$ cat src/rtl/mbox_pkg.sv
package mbox_pkg;

    localparam int OFF_CMD  = 'h00;
    localparam int OFF_STAT = 'h04;
    localparam int OFF_WBUF = 'h80;
    localparam int OFF_RBUF = 'h90;

    typedef struct packed {
        logic [7:0] rsv_hi;
        logic [7:0] size;
        logic [3:0] cmd_id;
        logic [2:0] rsv_lo;
        logic       ioc;
        logic [7:0] opcode;
    } cmd_word_t;

    typedef struct packed {
        logic [7:0] rsv_hi;
        logic [7:0] err_code;
        logic [7:0] initiator;
        logic [3:0] cmd_id;
        logic [1:0] rsv_lo;
        logic       err;
        logic       busy;
    } stat_word_t;

    function automatic logic [7:0] lane_of(input logic [31:0] w, input logic [1:0] sel);
        return w[sel*8 +: 8];
    endfunction

endpackage

$ cat src/rtl/mbox_cmd_ctrl.sv
module mbox_cmd_ctrl
    import mbox_pkg::*;
(
    input  logic       clk,
    input  logic       rst,
    input  logic       cmd_wr,
    input  logic [31:0] wr_data,
    input  logic       ctl_done,
    input  logic       ctl_err,
    input  logic [7:0] ctl_err_code,
    input  logic [7:0] ctl_initiator,
    output logic       busy,
    output logic       doorbell,
    output logic       irq,
    output cmd_word_t  cmd_q,
    output stat_word_t stat
);
    logic       busy_q, bell_q, irq_q, err_q;
    logic [7:0] code_q, init_q;
    logic       accept, finish;

    assign accept = cmd_wr && !busy_q;
    assign finish = ctl_done && busy_q;

    always_ff @(posedge clk) begin
        if (rst) begin
            busy_q <= 1'b0;
            bell_q <= 1'b0;
            irq_q  <= 1'b0;
            err_q  <= 1'b0;
            code_q <= '0;
            init_q <= '0;
            cmd_q  <= '0;
        end else begin
            bell_q <= accept;
            irq_q  <= finish && cmd_q.ioc;
            if (accept) begin
                busy_q <= 1'b1;
                cmd_q  <= cmd_word_t'(wr_data);
                err_q  <= 1'b0;
                code_q <= '0;
            end else if (finish) begin
                busy_q <= 1'b0;
                err_q  <= ctl_err;
                code_q <= ctl_err_code;
                init_q <= ctl_initiator;
            end
        end
    end

    always_comb begin
        stat           = '0;
        stat.busy      = busy_q;
        stat.err       = err_q;
        stat.cmd_id    = cmd_q.cmd_id;
        stat.initiator = init_q;
        stat.err_code  = code_q;
    end

    assign busy     = busy_q;
    assign doorbell = bell_q;
    assign irq      = irq_q;

    // an idle command write raises busy and the doorbell
    assert_accept_rings_R2: assert property (@(posedge clk) disable iff (rst)
        (cmd_wr && !busy_q) |=> (busy_q && bell_q));

    // a doorbell only marks the first busy cycle
    assert_no_second_bell_R4: assert property (@(posedge clk) disable iff (rst)
        bell_q |-> (busy_q && !$past(busy_q)));

    // busy holds until a completion strobe
    assert_busy_holds_R3: assert property (@(posedge clk) disable iff (rst)
        (busy_q && !ctl_done) |=> busy_q);

    // interrupt is a single pulse that follows the end of busy
    assert_irq_single_R6: assert property (@(posedge clk) disable iff (rst)
        irq_q |=> !irq_q);
    assert_irq_after_busy_R6: assert property (@(posedge clk) disable iff (rst)
        irq_q |-> ($past(busy_q) && !busy_q));

    // a strobe while idle leaves the error state alone
    assert_idle_done_R7: assert property (@(posedge clk) disable iff (rst)
        (!busy_q && ctl_done && !cmd_wr) |=> ($stable(err_q) && $stable(code_q)));
endmodule

$ cat src/rtl/mbox_wbuf.sv
module mbox_wbuf #(
    parameter int WORDS = 4,
    parameter int IDX_W = 2
) (
    input  logic             clk,
    input  logic             rst,
    input  logic             we,
    input  logic [IDX_W-1:0] widx,
    input  logic [31:0]      wdata,
    input  logic [IDX_W-1:0] ridx,
    output logic [31:0]      rdata
);
    logic [31:0] mem [WORDS];

    for (genvar g = 0; g < WORDS; g++) begin : g_word
        always_ff @(posedge clk) begin
            if (rst)
                mem[g] <= '0;
            else if (we && widx == IDX_W'(g))
                mem[g] <= wdata;
        end
    end

    assign rdata = mem[ridx];
endmodule

$ cat src/rtl/mbox_rbuf.sv
module mbox_rbuf
    import mbox_pkg::*;
#(
    parameter int WORDS = 4,
    parameter int IDX_W = 2
) (
    input  logic             clk,
    input  logic             rst,
    input  logic             we,
    input  logic [IDX_W-1:0] widx,
    input  logic [31:0]      wdata,
    input  logic [IDX_W-1:0] ridx,
    input  logic [1:0]       lane,
    output logic [31:0]      rword,
    output logic [7:0]       rbyte
);
    logic [31:0] mem [WORDS];

    for (genvar g = 0; g < WORDS; g++) begin : g_word
        always_ff @(posedge clk) begin
            if (rst)
                mem[g] <= '0;
            else if (we && widx == IDX_W'(g))
                mem[g] <= wdata;
        end
    end

    assign rword = mem[ridx];
    assign rbyte = lane_of(mem[ridx], lane);
endmodule

$ cat src/rtl/ipc_mailbox.sv
module ipc_mailbox
    import mbox_pkg::*;
#(
    parameter int ADDR_W    = 8,
    parameter int BUF_WORDS = 4
) (
    input  logic        clk,
    input  logic        rst,
    input  logic        host_wr,
    input  logic [7:0]  host_addr,
    input  logic [31:0] host_wdata,
    input  logic        host_rd_byte,
    output logic [31:0] host_rdata,
    output logic        host_irq,
    output logic        ctl_doorbell,
    output logic [7:0]  ctl_opcode,
    output logic        ctl_ioc,
    output logic [3:0]  ctl_cmd_id,
    output logic [7:0]  ctl_size,
    input  logic [1:0]  ctl_wbuf_idx,
    output logic [31:0] ctl_wbuf_data,
    input  logic        ctl_rbuf_we,
    input  logic [1:0]  ctl_rbuf_idx,
    input  logic [31:0] ctl_rbuf_data,
    input  logic        ctl_done,
    input  logic        ctl_err,
    input  logic [7:0]  ctl_err_code,
    input  logic [7:0]  ctl_initiator
);
    localparam int IDX_W     = $clog2(BUF_WORDS);
    localparam int BUF_BYTES = BUF_WORDS * 4;

    logic       busy;
    cmd_word_t  cmd_q;
    stat_word_t stat;
    logic       hit_cmd, hit_stat, hit_wbuf, hit_rbuf, wbuf_we;
    logic [IDX_W-1:0] host_idx;
    logic [31:0] rb_word;
    logic [7:0]  rb_byte;

    assign hit_cmd  = (host_addr == ADDR_W'(OFF_CMD));
    assign hit_stat = (host_addr == ADDR_W'(OFF_STAT));
    assign hit_wbuf = (host_addr >= ADDR_W'(OFF_WBUF)) && (host_addr < ADDR_W'(OFF_WBUF + BUF_BYTES));
    assign hit_rbuf = (host_addr >= ADDR_W'(OFF_RBUF)) && (host_addr < ADDR_W'(OFF_RBUF + BUF_BYTES));
    assign host_idx = host_addr[IDX_W+1:2];
    assign wbuf_we  = host_wr && hit_wbuf && (host_addr[1:0] == 2'b00) && !busy;

    mbox_cmd_ctrl u_ctrl (
        .clk(clk), .rst(rst),
        .cmd_wr(host_wr && hit_cmd), .wr_data(host_wdata),
        .ctl_done(ctl_done), .ctl_err(ctl_err),
        .ctl_err_code(ctl_err_code), .ctl_initiator(ctl_initiator),
        .busy(busy), .doorbell(ctl_doorbell), .irq(host_irq),
        .cmd_q(cmd_q), .stat(stat)
    );

    mbox_wbuf #(.WORDS(BUF_WORDS), .IDX_W(IDX_W)) u_wbuf (
        .clk(clk), .rst(rst),
        .we(wbuf_we), .widx(host_idx), .wdata(host_wdata),
        .ridx(ctl_wbuf_idx), .rdata(ctl_wbuf_data)
    );

    mbox_rbuf #(.WORDS(BUF_WORDS), .IDX_W(IDX_W)) u_rbuf (
        .clk(clk), .rst(rst),
        .we(ctl_rbuf_we), .widx(ctl_rbuf_idx), .wdata(ctl_rbuf_data),
        .ridx(host_idx), .lane(host_addr[1:0]),
        .rword(rb_word), .rbyte(rb_byte)
    );

    always_comb begin
        host_rdata = '0;
        if (hit_stat)
            host_rdata = stat;
        else if (hit_rbuf)
            host_rdata = host_rd_byte ? {24'h0, rb_byte} : rb_word;
    end

    assign ctl_opcode = cmd_q.opcode;
    assign ctl_ioc    = cmd_q.ioc;
    assign ctl_cmd_id = cmd_q.cmd_id;
    assign ctl_size   = cmd_q.size;

    // outbound words are frozen while a command is in flight
    assert_wbuf_locked_R8: assert property (@(posedge clk) disable iff (rst)
        (busy && $past(busy)) |-> $stable(ctl_wbuf_data) || $changed(ctl_wbuf_idx));
endmodule

$ cat config.mk
export PLATFORM = sky130hd
export DESIGN_NAME = ipc_mailbox
export DESIGN_NICKNAME = d
export VERILOG_FILES = /design/src/rtl/mbox_pkg.sv /design/src/rtl/mbox_cmd_ctrl.sv /design/src/rtl/mbox_wbuf.sv /design/src/rtl/mbox_rbuf.sv /design/src/rtl/ipc_mailbox.sv
export SDC_FILE = /design/constraint.sdc
export NUM_CORES = 1
export LEC_CHECK = 0
export BUFFER_PORTS_ARGS = -buffer_cell sky130_fd_sc_hd__buf_2
export CAP_MARGIN = 20
export CORE_MARGIN = 2
export CORE_UTILIZATION = 40
export CTS_BUF_LIST = sky130_fd_sc_hd__clkbuf_16
export CTS_CLUSTER_DIAMETER = 50
export DETAILED_ROUTE_END_ITERATION = 12
export GPL_ROUTABILITY_DRIVEN = 0
export HOLD_SLACK_MARGIN = 0.15
export SLEW_MARGIN = 20
export SYNTH_ARGS = -nofsm -noshare
export SYNTH_HDL_FRONTEND = slang
export SYNTH_SLANG_ARGS = --single-unit
$ cat constraint.sdc
create_clock -name clk -period 3.32 [get_ports clk]
set_clock_uncertainty 0.05 [all_clocks]
set_input_delay 0.166 -clock clk [delete_from_list [all_inputs] [get_ports clk]]
set_output_delay 0.166 -clock clk [all_outputs]
set_load 0.02 [all_outputs]
==> qor.csv, run 1 <==
metric;value;unit
num_vias;8271;
slowest_delay;0.50;ns
cts_num_sinks;297;
finalCritPeriodShare;73.9;%
hold_class;in2reg;
power_frac_seq;48.3;%
p_per_area;529;mW/mm²
yosys-top-cells-area;edfxtp_1 58%, mux4_2 13%, and2_1 13%, dfxtp_1 6.2%, a22o_1 2.4%;
min_path_cells;3;
cts_buffers;37;
path_cells;mux4_2, o22ai_1, nor3_1, a21o_1, buf_2;
ios;186;
combPwrFrac;8.8;%
ys_seq_elements;297;
clock-root-buffer;clkbuf_16;
num-nets-final;1254;
ys_async_sr_fraction;0;%
gr-usage-all-layers;20.2;%
synthesis.area;0.0132;mm²
rsz0062_at_grt;no;
cts_tree;built;
drt_pass1_iterations;4;
synth_top_cell_by_area;edfxtp_1;
swShare;22.4;%
yosysWarnings;0;
fin_ws;0.867;ns
num_rows;66;
layout_common_cells;266 x and2_1, 256 x edfxtp_1, 185 x buf_2;
place_ws;0.669;ns
final_common_cell;and2_1;
crit_family;compound AO/OA/AOI/OAI gates;
synthDistinctLibCells;36;
cts_resized;0;
die-area;0.0346;mm²
path_clk_slew;0.06;ns
syn_avg_cell_area;15.2;µm²
p_leak;6.48;nW
clk_path_buf_depth;3;
initial_core_util;40.7;%
crit_required;3.10;ns
power;8.93;mW
drt_wl_total;34500;µm
hold_violations;0;
ff2ff_path_depth;5;
synth-main-ff-cell;edfxtp_1;
grt_max_degree;33;
cp_slowest_cell;mux4_2;
overflow;0;
drive_gt1_share;31.1;%
report.final.slew_viol_count;0;
antenna_found_initial;3;
netlist_instances;871;
max_slew_margin;40.7;%
drc_errors;0;
htree_levels;2;
cp-start-kind;flop;
layout-area-overhead-vs-synth;27.5;%
die_x;186;µm
ant_nets;0;
arrival;2.24;ns
num-fill-cells;2807;
cap_violations;0;
port-buffer-count;185;
grt_pass1_wl;51800;µm
synth.top_cell.area_share;58.0;%
p_int;6.93;mW
via_per_inst;5.09;
fin_tns_setup;0;ns
place_hpwl;22600;µm
clkLatencyLatePin;0.50;ns
cp.buffers_inverters;1;
peakVddDrop;0.000336;V
p_sw;2.00;mW
finalHoldWorstSlack;0.197;ns
wl_per_cell;21.2;µm
status;complete, no violations;
power.share.clock;42.9;%
period_minus_slack;2.45;ns
critical_path_class;reg2out;
worst-path-max-fanout;2;
synth_edf_count;256;
end_kind;output pin;
path_depth;5;
worst_pin_slew;0.890;ns
synth_nets;970;
drt_iter0_drc;575;
die_h;186;µm
coreArea;0.0325;mm²
grt_pass1_vias;8670;
fmax;408;MHz
ys_seq_area_share;64.2;%
setup_viol;0;
[synthesized netlist by cell type (4+ instances only)]
| cell | n |
|---|---|
| a21o_1 | 6 |
| a21oi_1 | 18 |
| a22o_1 | 37 |
| a31o_2 | 4 |
| and2_1 | 266 |
| buf_2 | 11 |
| buf_4 | 12 |
| clkbuf_1 | 38 |
| dfxtp_1 | 41 |
| edfxtp_1 | 256 |
| mux4_2 | 76 |
| nand2_1 | 39 |
| nor2_1 | 9 |
| nor3_1 | 9 |
| o21bai_1 | 4 |
| o22ai_1 | 12 |
[sequential cells by signal, summed over array words and instances, names as in the netlist]
name,count
u_ctrl.busy,1
u_ctrl.cmd_q,21
u_ctrl.code_q,8
u_ctrl.doorbell,1
u_ctrl.err_q,1
u_ctrl.init_q,8
u_ctrl.irq,1
u_rbuf.mem,128
u_wbuf.mem,128
[through the flow]
stage | instances | utilization, % | area (µm²)
2_1_floorplan | 871 | - | 13200
3_3_place_gp | 1467 | 45.4 | 14800
3_5_place_dp | 1467 | 45.4 | 14800
4_1_cts | 1622 | 51.8 | 16800
5_1_grt | 1626 | 51.9 | 16900
6_report | 1626 | 51.9 | 16900
[power by group through the flow]
stage	Sequential, mW	Combinational, mW	Clock, mW
3_3_place_gp	4.39	0.714	0
2_1_floorplan	4.37	0.417	0
3_5_place_dp	4.39	0.718	0
5_1_grt	4.33	0.845	4.07
4_1_cts	4.32	0.797	3.90
6_report	4.31	0.788	3.83
[routing by layer]
layer | GRT usage (%) | up-vias | wire, µm | part of all wire, %
li1 | - | 3830 | - | -
met1 | 25.8 | 4141 | 14400 | 42
met2 | 34.9 | 248 | 17200 | 50
met3 | 3.91 | 52 | 1990 | 5.8
met4 | 5.98 | 0 | 836 | 2.4
met5 | 0 | - | 0 | 0
[tightest hold or removal path, cell delays in order]
cell and delay, ns:
buf_2 0.13, nor3_2 0.12, and2_1 0.17
[logic make-up after synthesis]
group,count (synthesis),share of synthesized area [%]
buffers and inverters,65,2.29
muxes,79,13.2
AOI/OAI and AO/OA,88,4.94
and+or+nand+nor,342,15.4
DFF,297,64.2
[what timing repair did]
item | in CTS | in global routing
endpoints found under the hold margin | 296 | 0
hold buffers | 90 | 0
buffers inserted | 0 | 0
endpoints found under the setup margin | 0 | 0
[final timing paths]
check,from,endpoint,slack [ns]
max reg2reg,u_ctrl.busy,u_wbuf.mem[3][26],0.89
min,ctl_rbuf_idx[0],u_rbuf.mem[2][18],0.20
min reg2reg,u_ctrl.code_q[0],u_ctrl.code_q[0],0.41
max,u_rbuf.mem[1][14],host_rdata[6],0.87
[cell type report]
| type | count | area, µm² | share of cell area (%) |
|---|---|---|---|
| Timing Repair Buffer | 307 | 2120 | 12.6 |
| Multi-Input combinational cell | 509 | 4510 | 26.7 |
| Clock inverter | 27 | 215 | 1.27 |
| Inverter | 3 | 11.3 | 0.0667 |
| Clock buffer | 38 | 951 | 5.63 |
| Antenna cell | 3 | 7.51 | 0.0445 |
| Tap cell | 442 | 553 | 3.28 |
| Sequential cell | 297 | 8510 | 50.4 |
Power figures use the tool's default switching activity.
==> inputs of run 2 (changes only) <==
==> constraint.sdc (replaced) <==
create_clock -name clk -period 2 [get_ports clk]
set_clock_uncertainty 0.05 [all_clocks]
set_input_delay 0.1 -clock clk [delete_from_list [all_inputs] [get_ports clk]]
set_output_delay 0.1 -clock clk [all_outputs]
set_load 0.02 [all_outputs]
==> run 2 against run 1 <==
  * The run now ends with setup timing left
  * Sequential power grew 66%
  * Flip-flop and latch count unchanged
  * Register-to-register slack got worse by 0.72 ns
  * Critical path depth unchanged
  * Total power up 70%
  * Clock-buffer cell count grew 1
  * Clock power is 72% higher
  * Wire length rose by 0.95%
  * Sequential share of layout area down 2.4 points
==> qor.csv, run 2 (synthesized netlist as in run 1, its figures left out) <==
metric;value;unit;change
gr-usage-all-layers;20.5;%;was 20.2%
layout-area-overhead-vs-synth;33.9;%;was 27.5%
cts_buffers;39;;was 37
port-buffer-count;185;;unchanged
overflow;0;;unchanged
critical_path_class;reg2out;;unchanged
grt_pass1_wl;52700;µm;was 51800 µm
post_dp_cell_area;0.0152;mm²;was 0.0148 mm²
p_leak;6.81;nW;was 6.48 nW
clkLatencyLatePin;0.51;ns;was 0.50 ns
violations;setup timing;;
slowest_delay;0.48;ns;was 0.50 ns
via_per_inst;5.11;;was 5.09
power;15.2;mW;was 8.93 mW
worst-path-max-fanout;2;;unchanged
ant_nets;0;;unchanged
cp.buffers_inverters;1;;unchanged
drt_pass1_iterations;5;;was 4
peakVddDrop;0.000570;V;was 0.000336 V
cp-start-kind;flop;;unchanged
initial_core_util;40.7;%;unchanged
max_slew_margin;54.3;%;was 40.7%
num-nets-final;1300;;was 1254
largestRegisters;u_rbuf.mem x128, u_wbuf.mem x128, u_ctrl.cmd_q x21;;unchanged
drt_wl_total;34800;µm;was 34500 µm
layout_common_cells;265 x and2_1, 256 x edfxtp_1, 170 x buf_2;;was 266 x and2_1, 256 x edfxtp_1, 185 x buf_2
die_h;186;µm;unchanged
cp_slowest_cell;mux4_2;;unchanged
drive_gt1_share;34.5;%;was 31.1%
end_kind;output pin;;unchanged
status;finished with violations;;was complete, no violations
grt_pass1_vias;9159;;was 8670
htree_levels;2;;unchanged
finalCritPeriodShare;111;%;
rsz0062_at_grt;yes;;was no
postLayoutCellArea;0.0177;mm²;was 0.0169 mm²
worst_pin_slew;0.683;ns;was 0.890 ns
die-area;0.0346;mm²;unchanged
drc_errors;0;;unchanged
cts_tree;built;;unchanged
finalHoldWorstSlack;0.234;ns;was 0.197 ns
die_x;186;µm;unchanged
report.final.slew_viol_count;0;;unchanged
crit_family;multiplexers;;was compound AO/OA/AOI/OAI gates
path_clk_slew;0.06;ns;about the same
grt_max_degree;33;;unchanged
cts_num_sinks;297;;unchanged
num_rows;66;;unchanged
clock-root-buffer;clkbuf_16;;unchanged
place_hpwl;21800;µm;was 22600 µm
hold_class;in2reg;;unchanged
fin_ws;-0.227;ns;was 0.867 ns
ios;186;;unchanged
wl_per_cell;20.8;µm;was 21.2 µm
period_minus_slack;2.23;ns;
final_common_cell;and2_1;;unchanged
coreArea;0.0325;mm²;unchanged
arrival;2.08;ns;was 2.24 ns
path_cells;mux4_2, o22ai_2, nor3_1, a21o_1, buf_2;;was mux4_2, o22ai_1, nor3_1, a21o_1, buf_2
hold_violations;0;;unchanged
setup_viol;13;;was 0
drt_iter0_drc;515;;was 575
place_ws;-0.0222;ns;was 0.669 ns
crit_required;1.85;ns;was 3.10 ns
clk_path_buf_depth;3;;unchanged
fmax;449;MHz;
cap_violations;0;;unchanged
num_vias;8544;;was 8271
p_per_area;858;mW/mm²;was 529 mW/mm²
fin_tns_setup;-1.38;ns;was 0 ns
antenna_found_initial;1;;was 3
-- run 2: cell count changes in the layout (fill, tap and decap cells not counted), moves of 3 or more --
cell | previous run | this run
inv_1 | 11 | 17
nor3_4 | 0 | 3
buf_4 | 28 | 40
mux2i_1 | 3 | 0
nor3_1 | 5 | 2
o22ai_1 | 12 | 2
buf_12 | 3 | 18
o22ai_2 | 0 | 10
dlygate4sd3_1 | 90 | 102
buf_6 | 0 | 21
buf_2 | 185 | 170
clkinv_1 | 5 | 1
-- run 2: final cells by class --
| type | instances | area, µm² |
|---|---|---|
| Fill cell | 2735 | 14800 |
| Sequential cell | 297 | 8510 |
| Multi-Input combinational cell | 509 | 4660 |
| Timing Repair Buffer | 351 | 2770 |
| Clock buffer | 39 | 976 |
| Tap cell | 442 | 553 |
| Clock inverter | 31 | 248 |
| Inverter | 3 | 11.3 |
| Antenna cell | 1 | 2.50 |
-- run 2: metal layers --
metal	share of wire, %	global-route usage, %	routed length, µm	vias to the layer above
li1	-	-	-	3930
met1	40	24.3	13800	4264
met2	52	37.0	18000	278
met3	5.6	4.03	1950	72
met4	2.9	6.87	1020	0
met5	0	0	0	-
-- run 2: what timing repair did --
action / 4_1_cts / 5_1_grt
pin swaps: 9 / 3
buffers inserted: 0 / 2
endpoints found under the hold margin: 297 / 0
gates cloned: 0 / 0
hold buffers: 102 / 0
gates resized for setup: 44 / 17
setup endpoints to repair: 17 / 26
-- run 2: metrics by stage --
stage | cells | utilization, %
after floorplan | 871 | -
after global placement | 1498 | 46.8
after detailed placement | 1498 | 46.8
after CTS | 1670 | 54.2
after global routing | 1673 | 54.5
final | 1673 | 54.5
-- run 2: tightest hold or removal path, delay by kind of cell --
kind	cells	cell delay, ns
buffers and inverters	2	0.25
and+or+nand+nor	2	0.29
-- run 2: worst paths after layout --
check,endpoint,from,cells after the start,slack [ns]
worst min register to register,u_ctrl.init_q[7],u_ctrl.init_q[7],2,0.41
worst max register to register,u_wbuf.mem[0][20],u_ctrl.busy,5,0.17
worst min-delay path,u_rbuf.mem[3][2],ctl_rbuf_idx[0],4,0.23
worst max-delay path,host_rdata[4],u_rbuf.mem[1][28],5,-0.23
-- run 2: power breakdown --
group	total, mW	switching (mW)	leakage [nW]	internal, mW
Clock	6.58	2.62	0.651	3.96
Combinational	1.47	0.744	3.35	0.724
Sequential	7.16	0.103	2.80	7.06
Total	15.2	3.47	6.81	11.7
